`src/rtl/uart_rx_pkg.sv`:
```
package uart_rx_pkg;

    typedef enum logic [1:0] {
        ST_IDLE,
        ST_START,
        ST_DATA,
        ST_STOP
    } rx_state_e;

    typedef struct packed {
        logic [7:0] data;
        logic       bit9;
        logic       ferr;
    } rx_char_t;

    function automatic logic vote3(input logic a, input logic b, input logic c);
        return (a & b) | (a & c) | (b & c);
    endfunction

endpackage

```
`src/rtl/uart_rx_sampler.sv`:
```
module uart_rx_sampler #(
    parameter int unsigned OSR = 16,
    parameter int unsigned MID = 8
) (
    input  logic clk,
    input  logic rst,
    input  logic en,
    input  logic hunt,
    input  logic tick,
    input  logic rx,
    output logic vote_stb,
    output logic vote_val
);
    import uart_rx_pkg::*;

    localparam int unsigned CW = $clog2(OSR + 1);

    logic [CW-1:0] cnt;
    logic [CW-1:0] nxt;
    logic [1:0]    early;

    assign nxt = (cnt == CW'(OSR)) ? CW'(1) : cnt + CW'(1);

    always_ff @(posedge clk) begin
        if (rst || !en) begin
            cnt   <= '0;
            early <= '0;
        end else if (hunt) begin
            cnt <= (tick && !rx) ? CW'(1) : '0;
        end else if (tick) begin
            cnt <= nxt;
            if (nxt == CW'(MID))     early[0] <= rx;
            if (nxt == CW'(MID + 1)) early[1] <= rx;
        end
    end

    assign vote_stb = en && !hunt && tick && (nxt == CW'(MID + 2));
    assign vote_val = vote3(early[0], early[1], rx);

endmodule

```
`src/rtl/uart_rx_framer.sv`:
```
module uart_rx_framer (
    input  logic                  clk,
    input  logic                  rst,
    input  logic                  en,
    input  logic                  tick,
    input  logic                  rx,
    input  logic                  nine,
    input  logic                  vote_stb,
    input  logic                  vote_val,
    output logic                  hunt,
    output logic                  load,
    output uart_rx_pkg::rx_char_t load_char
);
    import uart_rx_pkg::*;

    rx_state_e  state;
    logic [3:0] bidx;
    logic [8:0] sh;
    logic [3:0] last;

    assign last = nine ? 4'd8 : 4'd7;
    assign hunt = (state == ST_IDLE);

    always_ff @(posedge clk) begin
        if (rst || !en) begin
            state <= ST_IDLE;
            bidx  <= '0;
        end else begin
            case (state)
                ST_IDLE:  if (tick && !rx) state <= ST_START;
                ST_START: if (vote_stb) begin
                    bidx  <= '0;
                    state <= vote_val ? ST_IDLE : ST_DATA;
                end
                ST_DATA:  if (vote_stb) begin
                    bidx <= bidx + 4'd1;
                    if (bidx == last) state <= ST_STOP;
                end
                ST_STOP:  if (vote_stb) state <= ST_IDLE;
                default:  state <= ST_IDLE;
            endcase
        end
    end

    always_ff @(posedge clk) begin
        if (rst) begin
            sh <= '0;
        end else if (en && state == ST_DATA && vote_stb) begin
            sh <= {vote_val, sh[8:1]};
        end
    end

    assign load = (state == ST_STOP) && vote_stb;

    always_comb begin
        load_char.data = nine ? sh[7:0] : sh[8:1];
        load_char.bit9 = nine ? sh[8] : 1'b0;
        load_char.ferr = !vote_val;
    end

    assert_disable_idle_R8: assert property (@(posedge clk) disable iff (rst)
        !en |=> (state == ST_IDLE));

    assert_start_reject_R1: assert property (@(posedge clk) disable iff (rst)
        (en && state == ST_START && vote_stb && vote_val) |=> (state == ST_IDLE));

    assert_stop_to_idle_R4: assert property (@(posedge clk) disable iff (rst)
        load |=> (state == ST_IDLE));

endmodule

```
`src/rtl/uart_rx_holder.sv`:
```
module uart_rx_holder (
    input  logic                  clk,
    input  logic                  rst,
    input  logic                  load,
    input  uart_rx_pkg::rx_char_t load_char,
    input  logic                  rd,
    output uart_rx_pkg::rx_char_t held,
    output logic                  ready,
    output logic                  ovr_vis
);
    import uart_rx_pkg::*;

    logic ovr_pend;

    always_ff @(posedge clk) begin
        if (rst) begin
            held     <= '0;
            ready    <= 1'b0;
            ovr_vis  <= 1'b0;
            ovr_pend <= 1'b0;
        end else begin
            if (rd) begin
                ready    <= 1'b0;
                ovr_vis  <= ovr_pend;
                ovr_pend <= 1'b0;
            end
            if (load) begin
                if (ready && !rd) begin
                    ovr_pend <= 1'b1;
                end else begin
                    held  <= load_char;
                    ready <= 1'b1;
                end
            end
        end
    end

    assert_ready_on_load_R4: assert property (@(posedge clk) disable iff (rst)
        load |=> ready);

    assert_read_clears_R6: assert property (@(posedge clk) disable iff (rst)
        (rd && !load) |=> !ready);

    assert_lost_keeps_R7: assert property (@(posedge clk) disable iff (rst)
        (load && ready && !rd) |=> $stable(held));

    assert_ovr_on_read_R7: assert property (@(posedge clk) disable iff (rst)
        !rd |=> $stable(ovr_vis));

endmodule

```
`src/rtl/uart_rx_vote.sv`:
```
module uart_rx_vote #(
    parameter int unsigned OSR = 16,
    parameter int unsigned MID = 8
) (
    input  logic       clk,
    input  logic       rst,
    input  logic       rx_en,
    input  logic       smp_tick,
    input  logic       rx_in,
    input  logic       nine_bit,
    input  logic       rd_strobe,
    output logic [7:0] rx_data,
    output logic       rx_bit9,
    output logic       rx_ready,
    output logic       frame_err,
    output logic       overrun
);
    import uart_rx_pkg::*;

    logic     hunt;
    logic     vote_stb;
    logic     vote_val;
    logic     load;
    rx_char_t load_char;
    rx_char_t held;

    uart_rx_sampler #(.OSR(OSR), .MID(MID)) u_sampler (
        .clk      (clk),
        .rst      (rst),
        .en       (rx_en),
        .hunt     (hunt),
        .tick     (smp_tick),
        .rx       (rx_in),
        .vote_stb (vote_stb),
        .vote_val (vote_val)
    );

    uart_rx_framer u_framer (
        .clk       (clk),
        .rst       (rst),
        .en        (rx_en),
        .tick      (smp_tick),
        .rx        (rx_in),
        .nine      (nine_bit),
        .vote_stb  (vote_stb),
        .vote_val  (vote_val),
        .hunt      (hunt),
        .load      (load),
        .load_char (load_char)
    );

    uart_rx_holder u_holder (
        .clk       (clk),
        .rst       (rst),
        .load      (load),
        .load_char (load_char),
        .rd        (rd_strobe),
        .held      (held),
        .ready     (rx_ready),
        .ovr_vis   (overrun)
    );

    assign rx_data   = held.data;
    assign rx_bit9   = held.bit9;
    assign frame_err = held.ferr;

endmodule

```
`config.mk`:
```
export PLATFORM = sky130hd
export DESIGN_NAME = uart_rx_vote
export DESIGN_NICKNAME = d
export VERILOG_FILES = /design/src/rtl/uart_rx_pkg.sv /design/src/rtl/uart_rx_sampler.sv /design/src/rtl/uart_rx_framer.sv /design/src/rtl/uart_rx_holder.sv /design/src/rtl/uart_rx_vote.sv
export SDC_FILE = /design/constraint.sdc
export NUM_CORES = 1
export LEC_CHECK = 0
export BUFFER_PORTS_ARGS = -buffer_cell sky130_fd_sc_hd__clkbuf_2
export CAP_MARGIN = 15
export CORE_MARGIN = 4
export CORE_UTILIZATION = 35
export CTS_BUF_LIST = sky130_fd_sc_hd__clkbuf_16
export DETAILED_ROUTE_END_ITERATION = 7
export PLACE_DENSITY = 0.6
export SYNTH_ARGS = -nofsm -noshare
export SYNTH_HDL_FRONTEND = slang
export SYNTH_SLANG_ARGS = --single-unit
```
`constraint.sdc`:
```
create_clock -name clk -period 1.8 [get_ports clk]
set_input_delay 0.09 -clock clk [delete_from_list [all_inputs] [get_ports clk]]
set_output_delay 0.09 -clock clk [all_outputs]
set_load 0.01 [all_outputs]
```
==> out/results.txt <==
status - finished with violations
failing checks - setup timing
Lkg Pwr - 0.00104 µW
part of the cycle the worst path needs - 1.07
placed instance count - 305
net total in the final layout - 282
Slew HR - 0.595
drt drc - 0
fraction of layout cells with a size suffix above 1 - 0.506
Hold Path Class - in2reg
Crit path required time - 2.00 ns
CTS tree - done
sequential cell area fraction in the yosys report - 0.385
final WL - 4770 µm
Worst EP arrival - 2.13 ns
switching power - 385 µW
Placer Congestion - 0.818
Yosys reg bits - 35
Global Route met3 Usage - 0.0370
Hold Slack - 0.0182 ns
Reg-to-Reg Start - u_sampler.cnt[0]
Setup WS post-layout - -0.132 ns
sequential share of power - 0.455
pre-CTS setup slack - -0.598 ns
max-slew violation count - 0
fmax - 0.518 GHz
Vias - 1,713
wire per inst - 14.3 µm
Sw Share - 0.225
Max VDD drop - 0.483 mV
Core Area - 0.00488 mm²
Post-Synthesis Cells - 200
DIE AREA - 0.00642 mm²
PortBufs - 18
clk_lat worst skew - 0.28 ns
crit path capture type - register
Global Route met1 Usage - 0.199
first-pass GRT wire length - 7560 µm
Netlist cell types - 43
Clock Power Share - 0.486
Max Root-Sink Buffers - 2
Gate power share - 0.059
Tmin final - 1.93 ns
HPWL Detailed - 2900 µm
iteration-0 DRC count of the detailed router - 116
Mapped Area - 0.00182 mm²
final setup vio count - 26
crit path launch - u_sampler.cnt[0]
asr flop ratio synth - 0
Fin. Hold Viols - 0
cts hold-fix bufs - 0
multi-input logic area - 0.00129 mm²
I/O Pins - 19
DRT antenna net count - 0
diode count - 0
Reg clk slew, reported paths - 0.06 ns
met2 usage - 0.241
initial antenna violation count - 0
cell-internal power - 1320 µW
initial cell density of the core - 0.373
Synth area leaders - dfxtp_1 39%, mux2i_1 7.7%, a211oi_2 6.2%, ha_1 6.2%, a21oi_1 4.7%
H-tree levels - 2
area growth from synthesis to layout - 51.0%
row cnt - 25
DR vias/cell - 5.13
die height - 80.1 µm
pin count of the biggest net entering global routing - 24
Layout fillers - 423
RSZ-0062 raised after global routing - true
ys flop type - dfxtp_1
layer with the highest usage - met2
Yosys top cell by area - dfxtp_1
syn_nets - 216
worst hold start - rd_strobe
crit start category - register
crit path max fanout - 5
number of flops mapped to enable cells by yosys - 0
vias in the first global route - 1,595
Max-Cap Viols - 0
Die Wd - 80.1 µm
Post-Layout Cell Count - 334
clock buffer count from CTS - 5
Synth top area share - 0.385
DRT Pass-1 Iters - 4
Reg area - 708 µm²
syn_area_per_cell - 9.10 µm²
skew final - 0.00296 ns
Clock Root Buffer - clkbuf_16
Worst-Margin Slew - 0.607 ns
critical path class - reg2reg
GR Util All Layers - 0.149
clock sink total - 35
gr ovfl total - 0
PwrDens - 621 mW/mm²
Yosys warnings - 0
## routing by layer
layer	up-vias	part of all wire
met2	46	0.48
li1	861	-
met3	8	0.052
met5	-	0
met1	798	0.46
met4	0	0.010
## path summary, 6_finish.rpt
kind | end | slack (ns) | cells after the start
worst max-delay path | register | -0.13 | 8
worst min-delay path | u_holder.ovr_pend | 0.02 | 2
worst max register to register | register | -0.13 | 8
worst min register to register | u_framer.sh[0] | 0.47 | 2
## synthesized netlist by cell type, types with 3 or more instances
master    instances
a21oi_1          17
clkbuf_1          4
dfxtp_1          35
nand2b_1          3
inv_1             8
buf_2             3
or3_1             3
a211oi_2          9
nand2_1          22
mux2i_1          14
ha_1              9
nor3_1            7
nand3_1           7
o21ai_0           7
nor2_1           17
## worst max-delay path, stage by stage (launching register included)
cell,delay (ns)
dfxtp_4,0.37
inv_4,0.04
ha_4,0.15
and4bb_2,0.25
buf_6,0.12
a311o_2,0.40
a31o_4,0.27
a21o_1,0.16
a21oi_2,0.10
## kinds of logic (layout without fill, tap and decap cells)
| group | Yosys count | in the layout | synth area share |
|---|---|---|---|
| and+or+nand+nor | 76 | 77 | 0.222 |
| xor gates and xnor gates | 2 | 2 | 0.00963 |
| adders and majority gates | 10 | 10 | 0.0674 |
| DFF | 35 | 35 | 0.385 |
| AOI/OAI and AO/OA | 44 | 44 | 0.183 |
| buffers and inverters | 18 | 84 | 0.0474 |
| muxes | 15 | 15 | 0.0853 |
## cell usage in the layout, fill, tap and decap left out, types with 2 or more instances in the layout
| cell | synthesis | layout |
|---|---|---|
| inv_1 | 8 | 5 |
| dfxtp_2 | 0 | 3 |
| nand2_2 | 0 | 7 |
| nor3_1 | 7 | 5 |
| nand3_2 | 0 | 3 |
| or3_1 | 3 | 3 |
| nor4_1 | 2 | 2 |
| o21ai_0 | 7 | 4 |
| nand3_1 | 7 | 4 |
| ha_4 | 0 | 3 |
| nor2b_1 | 2 | 2 |
| nand2_1 | 22 | 15 |
| mux2i_1 | 14 | 13 |
| clkbuf_2 | 0 | 18 |
| nand2b_1 | 3 | 2 |
| a21oi_1 | 17 | 10 |
| nor2_1 | 17 | 13 |
| nor4_4 | 1 | 3 |
| and3_1 | 2 | 2 |
| inv_2 | 0 | 3 |
| xnor2_1 | 2 | 2 |
| buf_6 | 1 | 8 |
| a211oi_2 | 9 | 9 |
| nor2_4 | 0 | 3 |
| nor3_4 | 0 | 2 |
| nand4b_1 | 2 | 2 |
| ha_1 | 9 | 6 |
| a21oi_2 | 0 | 7 |
| o21ai_1 | 1 | 3 |
| buf_4 | 2 | 42 |
| clkbuf_16 | 0 | 5 |
| dfxtp_1 | 35 | 31 |
## area by class of cell
cell class	instances	share of cell area
Sequential cell	35	0.258
Timing Repair Buffer	68	0.180
Tap cell	67	0.0305
Clock inverter	3	0.00592
Clock buffer	5	0.0455
Inverter	8	0.0118
Multi-Input combinational cell	148	0.468
## timing repair
| item | 4_1_cts | 5_1_grt |
|---|---|---|
| pin swaps | 5 | 21 |
| setup endpoints to repair | 28 | 28 |
| cloned | 2 | 0 |
| hold endpoints to repair | 0 | 0 |
| gates resized for setup | 14 | 36 |
| buffers inserted | 14 | 5 |
## per-stage QoR
stage / setup TNS [ns] / util / power, µW / area (µm²)
floorplan: -0.0721 / - / 851 / 1900
global placement: -7.31 / 0.461 / 885 / 2250
detailed placement: -8.60 / 0.461 / 885 / 2250
CTS: -0.964 / 0.529 / 1710 / 2580
global route: -3.50 / 0.563 / 1760 / 2750
finish: -1.34 / 0.563 / 1710 / 2750
## flip-flops by register name, summed over array words and instances, names as in the netlist, named ones only
signal	cells
u_framer.bidx	4
u_framer.sh	9
u_framer.state	1
u_holder.held	10
u_holder.ovr_pend	1
u_holder.ovr_vis	1
u_holder.ready	1
u_sampler.cnt	5
u_sampler.early	2
## power by group through the flow
stage | registers, µW | logic (µW) | clock network (µW)
6_report | 777 | 100 | 830
5_1_grt | 777 | 109 | 871
4_1_cts | 778 | 93.0 | 836
3_5_place_dp | 795 | 89.4 | 0
3_3_place_gp | 795 | 89.4 | 0
2_1_floorplan | 796 | 55.1 | 0
Note: power is estimated with default switching activity, not from simulation.
